`config.mk`:
```
export PLATFORM = sky130hd
export DESIGN_NAME = dual_edge_capture
export DESIGN_NICKNAME = d
export VERILOG_FILES = /design/src/rtl/cap_pkg.sv /design/src/rtl/strobe_sync.sv /design/src/rtl/bus_delay.sv /design/src/rtl/edge_flag.sv /design/src/rtl/word_counter.sv /design/src/rtl/dual_edge_capture.sv
export SDC_FILE = /design/constraint.sdc
export NUM_CORES = 1
export LEC_CHECK = 0
export BUFFER_PORTS_ARGS = -buffer_cell sky130_fd_sc_hd__buf_2
export CELL_PAD_IN_SITES_DETAIL_PLACEMENT = 1
export CELL_PAD_IN_SITES_GLOBAL_PLACEMENT = 1
export CORE_MARGIN = 2
export CORE_UTILIZATION = 45
export DETAILED_ROUTE_END_ITERATION = 10
export PLACE_DENSITY = 0.95
export RECOVER_POWER = 25
export SYNTH_ARGS = -nofsm -noshare
export SYNTH_HDL_FRONTEND = slang
export SYNTH_HIERARCHICAL = 1
export SYNTH_SLANG_ARGS = --single-unit
```
`constraint.sdc`:
```
create_clock -name clk -period 5.03 [get_ports clk]
set_input_delay 0.7545 -clock clk [delete_from_list [all_inputs] [get_ports clk]]
set_output_delay 0.7545 -clock clk [all_outputs]
set_load 0.05 [all_outputs]
```
`src/rtl/cap_pkg.sv`:
```
package cap_pkg;
  localparam int unsigned CNT_W_DEF = 16;
  typedef enum logic {
    POL_FALL = 1'b0,
    POL_RISE = 1'b1
  } edge_pol_t;
endpackage

```
`src/rtl/strobe_sync.sv`:
```
module strobe_sync #(
  parameter int unsigned STAGES   = 2,
  parameter logic        IDLE_LVL = 1'b1
) (
  input  logic clk,
  input  logic rst,
  input  logic strb_async,
  output logic lvl_new,
  output logic lvl_old
);
  logic [STAGES-1:0] chain;
  logic              hist;

  always_ff @(posedge clk) begin
    if (rst) chain[0] <= IDLE_LVL;
    else     chain[0] <= strb_async;
  end

  for (genvar i = 1; i < STAGES; i++) begin : g_sync
    always_ff @(posedge clk) begin
      if (rst) chain[i] <= IDLE_LVL;
      else     chain[i] <= chain[i-1];
    end
  end

  always_ff @(posedge clk) begin
    if (rst) hist <= IDLE_LVL;
    else     hist <= chain[STAGES-1];
  end

  assign lvl_new = chain[STAGES-1];
  assign lvl_old = hist;

  // the history stage comes out of reset at the idle level
  p_hist_idle_r1: assert property (@(posedge clk) rst |=> (hist == IDLE_LVL));
endmodule

```
`src/rtl/bus_delay.sv`:
```
module bus_delay #(
  parameter int unsigned WIDTH = 16,
  parameter int unsigned DEPTH = 3
) (
  input  logic             clk,
  input  logic             rst,
  input  logic [WIDTH-1:0] d_in,
  output logic [WIDTH-1:0] d_out
);
  logic [WIDTH-1:0] pipe [DEPTH];

  always_ff @(posedge clk) begin
    if (rst) pipe[0] <= '0;
    else     pipe[0] <= d_in;
  end

  for (genvar i = 1; i < DEPTH; i++) begin : g_pipe
    always_ff @(posedge clk) begin
      if (rst) pipe[i] <= '0;
      else     pipe[i] <= pipe[i-1];
    end
  end

  assign d_out = pipe[DEPTH-1];
endmodule

```
`src/rtl/edge_flag.sv`:
```
module edge_flag
  import cap_pkg::*;
#(
  parameter int unsigned WIDTH = 16
) (
  input  logic             clk,
  input  logic             rst,
  input  logic             lvl_new,
  input  logic             lvl_old,
  input  logic [WIDTH-1:0] word_in,
  output logic             pulse,
  output edge_pol_t        pol,
  output logic [WIDTH-1:0] word_out
);
  logic seen;
  assign seen = lvl_new ^ lvl_old;

  always_ff @(posedge clk) begin
    if (rst) begin
      pulse    <= 1'b0;
      pol      <= POL_FALL;
      word_out <= '0;
    end else begin
      pulse <= seen;
      if (seen) begin
        pol      <= edge_pol_t'(lvl_new);
        word_out <= word_in;
      end
    end
  end

  // polarity and data hold between pulses
  p_hold_between_r5: assert property (@(posedge clk) disable iff (rst)
    !seen |=> ($stable(word_out) && $stable(pol)));
endmodule

```
`src/rtl/word_counter.sv`:
```
module word_counter #(
  parameter int unsigned CNT_W = 16
) (
  input  logic             clk,
  input  logic             rst,
  input  logic             bump,
  output logic [CNT_W-1:0] count
);
  always_ff @(posedge clk) begin
    if (rst)       count <= '0;
    else if (bump) count <= count + 1'b1;
  end

  p_count_step_r7: assert property (@(posedge clk) disable iff (rst)
    bump |=> (count == $past(count) + 1'b1));
  p_count_hold_r7: assert property (@(posedge clk) disable iff (rst)
    !bump |=> $stable(count));
endmodule

```
`src/rtl/dual_edge_capture.sv`:
```
module dual_edge_capture
  import cap_pkg::*;
#(
  parameter int unsigned DATA_W      = 16,
  parameter int unsigned SYNC_STAGES = 2,
  parameter int unsigned CNT_W       = CNT_W_DEF,
  parameter logic        IDLE_LVL    = 1'b1
) (
  input  logic              clk,
  input  logic              rst,
  input  logic              strb,
  input  logic [DATA_W-1:0] din,
  output logic              cap_valid,
  output logic [DATA_W-1:0] cap_data,
  output logic              cap_rise,
  output logic [CNT_W-1:0]  word_count
);
  localparam int unsigned PATH_DEPTH = SYNC_STAGES + 1;

  logic              s_new;
  logic              s_old;
  logic [DATA_W-1:0] bus_late;
  edge_pol_t         pol;

  strobe_sync #(.STAGES(SYNC_STAGES), .IDLE_LVL(IDLE_LVL)) u_sync (
    .clk(clk), .rst(rst), .strb_async(strb),
    .lvl_new(s_new), .lvl_old(s_old)
  );

  bus_delay #(.WIDTH(DATA_W), .DEPTH(PATH_DEPTH)) u_bus (
    .clk(clk), .rst(rst), .d_in(din), .d_out(bus_late)
  );

  edge_flag #(.WIDTH(DATA_W)) u_flag (
    .clk(clk), .rst(rst), .lvl_new(s_new), .lvl_old(s_old),
    .word_in(bus_late), .pulse(cap_valid), .pol(pol), .word_out(cap_data)
  );

  word_counter #(.CNT_W(CNT_W)) u_cnt (
    .clk(clk), .rst(rst), .bump(cap_valid), .count(word_count)
  );

  assign cap_rise = (pol == POL_RISE);

  p_reset_clear_r1: assert property (@(posedge clk)
    rst |=> (!cap_valid && word_count == '0));
  // a pulse only follows a real change of the synchronized level
  p_pulse_on_change_r6: assert property (@(posedge clk) disable iff (rst)
    cap_valid |-> (s_old != $past(s_old)));
  // polarity tag matches the level the strobe settled at
  p_polarity_r3: assert property (@(posedge clk) disable iff (rst)
    cap_valid |-> (cap_rise == s_old));
endmodule

```
==> impl_metrics.csv <==
group,metric,value,unit
drt,routed_wl,5280,um
cts,cts_buffer_depth,2,
critical_path,setup.worst_path.start_class,"flip-flop",
timing,fmax,527,MHz
cts,cts.reportedPaths.clkPinSlew,0.09,ns
drt,drtIter0Drc,94,
grt,grt_pass1_wl,8680,um
die,die_h,83.2,um
critical_path,cp-end-kind,"primary output",
synth,yosysMostFrequentCell,"dfxtp_1",
critical_path,max_stage_delay,0.49,ns
placement,numPortBuffers,52,
cts,hold_buffers,0,
synth,synth_area_leaders,"dfxtp_1 60%, nor2b_1 11%, nand2_1 4.9%",
synth,syn_area_per_cell,10.6,um2
drt,vias,1857,
run,drv_cap,0,
cts,cts_sinks,85,
die,core,5990,um2
critical_path,crit_buf_inv,1,
die,dieArea,6920,um2
critical_path,worstPathRequired,4.28,ns
die,num_rows,28,
synth,ys_seq_area_frac,0.603,
critical_path,path_delay_family,"flip-flops",
timing,fin_setup_tns,0,ns
cts,post_cts_buffers,0,
cts,cts-resized-gates,0,
drt,routedWlPerCell,13.2,um
synth,synth_top_area_frac,0.603,
cts,tritoncts,"done",
cells_and_area,fin_nets,339,
timing,finalCritPeriodShare,0.377,
drt,firstDrtPassIters,6,
synth,synth_top_cell_by_area,"dfxtp_1",
drt,post-route-drc-count,0,
critical_path,cp_max_fo,7,
cells_and_area,drive_gt1_frac,0.281,
grt,grt_max_degree,89,
synth,synth_common_cells,"85 x dfxtp_1, 49 x nor2b_1, 37 x nand2_1",
synth,async_flop_share,0,
grt,grt_pass1_vias,1798,
die,start_util,0.471,
synth,synth_cell_type_count,37,
grt,antenna_found_initial,0,
timing,max_slew_margin,0.421,
grt,grt_usage,0.160,
cts,clock_latency,0.34,ns
synth,synth-edff-count,0,
timing,max_slew.worst_pin.slew,0.868,ns
synth,ys_ff_latch,85,
drt,vias_per_cell,4.65,
critical_path,path_cells,"buf_2",
grt,grt_overflow,0,
placement,dpl.hpwl,3490,um
power_and_ir_drop,power_density,386,nW/um2
synth,synthCells,267,
timing,period_minus_slack,1.90,ns
run_status,status,"completed",
timing,final_hold_viol_count,0,
critical_path,path_class,"flip-flop to primary output",
die,io-pin-count,53,
cells_and_area,final_area,3340,um2
timing,rsz0062_at_grt,"no",
power_and_ir_drop,p_leak,1.38,nW
critical_path,cp_slowest_cell,"dfxtp_1",
synth,syn-cell-area,2820,um2
drt,drtAntennaViolNets,0,
timing,fin_skew,0.0108,ns
hold_path,holdCritPathClass,"flip-flop to flip-flop",
critical_path,critPathArrivalTime,1.14,ns
cells_and_area,diodes,0,
synth,synthFlopType,"dfxtp_1",
cts,cts_root_buf,"clkbuf_8",
timing,slew_viol_final,0,
timing,setup-violations-final,0,
synth,syn_nets,287,
placement,gp_congestion,0.680,
cts,cts_htree_levels,3,
power_and_ir_drop,ir_drop,0.000227,V
synth,yosys_warnings,6,
cts,numCtsBuffers,9,
die,die_width,83.2,um
placement,postPlaceCellArea,3100,um2
cells_and_area,syn_to_final_growth,18.2,%
[placed cells by master (no fill, tap or decap), types with 2 or more instances in the layout]
cell type / synthesis / routed
nor2b_1: 49 / 49
nor2_1: 17 / 17
nand2_2: 2 / 2
nand3_1: 3 / 3
nand2_1: 37 / 37
inv_1: 3 / 3
clkinv_4: 0 / 2
nor4_1: 3 / 3
clkbuf_8: 0 / 10
nor3_1: 3 / 3
o21ai_0: 2 / 2
or2_1: 3 / 3
a21oi_2: 10 / 10
dfxtp_1: 85 / 85
buf_2: 3 / 52
mux2_2: 2 / 2
bufinv_16: 0 / 2
xor2_1: 4 / 4
xnor2_1: 6 / 6
a21oi_1: 10 / 10
[registers in the layout (all words and copies together), names as in the netlist]
signal,cells
u_flag/word_out,16
u_flag/pulse,1
u_sync/lvl_new,1
u_flag/pol,1
u_sync/lvl_old,1
u_cnt/count,16
u_bus/pipe,48
u_sync/chain,1
[layout make-up]
cell class	count	area, um2
clock buffer	10	138
clock inverter	6	93.8
fill	694	2660
inverter	3	11.3
multi-input combinational	167	1030
sequential	85	1700
tap	75	93.8
timing repair buffer	53	268
[power breakdown]
part,switching (mW),internal (mW)
logic,0.0321,0.0190
registers,0.00758,0.691
clock network,0.240,0.297
total,0.280,1.01
[final timing paths]
check	start	to	slack [ns]	depth (start not counted)
worst max-delay path	u_flag/pulse	cap_valid	3.13	1
worst min-delay path	u_sync/chain[0]	u_sync/lvl_new	0.42	1
worst max register to register	u_cnt/count[5]	u_cnt/count[14]	3.25	4
worst min register to register	u_sync/chain[0]	u_sync/lvl_new	0.42	1
[stage by stage]
stage | std cells | setup slack [ns] | utilization | hold slack, ns | power (mW)
6_report | 399 | 3.13 | 0.557 | 0.422 | 1.29
5_1_grt | 399 | 3.05 | 0.557 | 0.448 | 1.34
4_1_cts | 399 | 3.11 | 0.557 | 0.424 | 1.30
3_5_place_dp | 383 | 2.92 | 0.518 | 0.402 | 0.766
3_3_place_gp | 383 | 2.95 | 0.518 | 0.387 | 0.762
2_1_floorplan | 267 | 2.98 | - | 0.383 | 0.752
[routing by layer]
metal	vias up	share of wire	global-route usage	routed length (um)
met3	5	0.044	0.0417	230
met2	42	0.53	0.274	2780
met1	856	0.42	0.184	2200
li1	954	-	-	-
met4	0	0.013	0.0760	69
met5	-	0	0	0
[cells by family after synthesis]
family	after synthesis	synth area share
flops	85	0.603
fa+ha+maj	1	0.00443
mux	3	0.0115
buf+inv	15	0.0324
simple gates	127	0.248
xor+xnor	12	0.0426
compound gates	24	0.0585
Power figures use the tool's default switching activity.
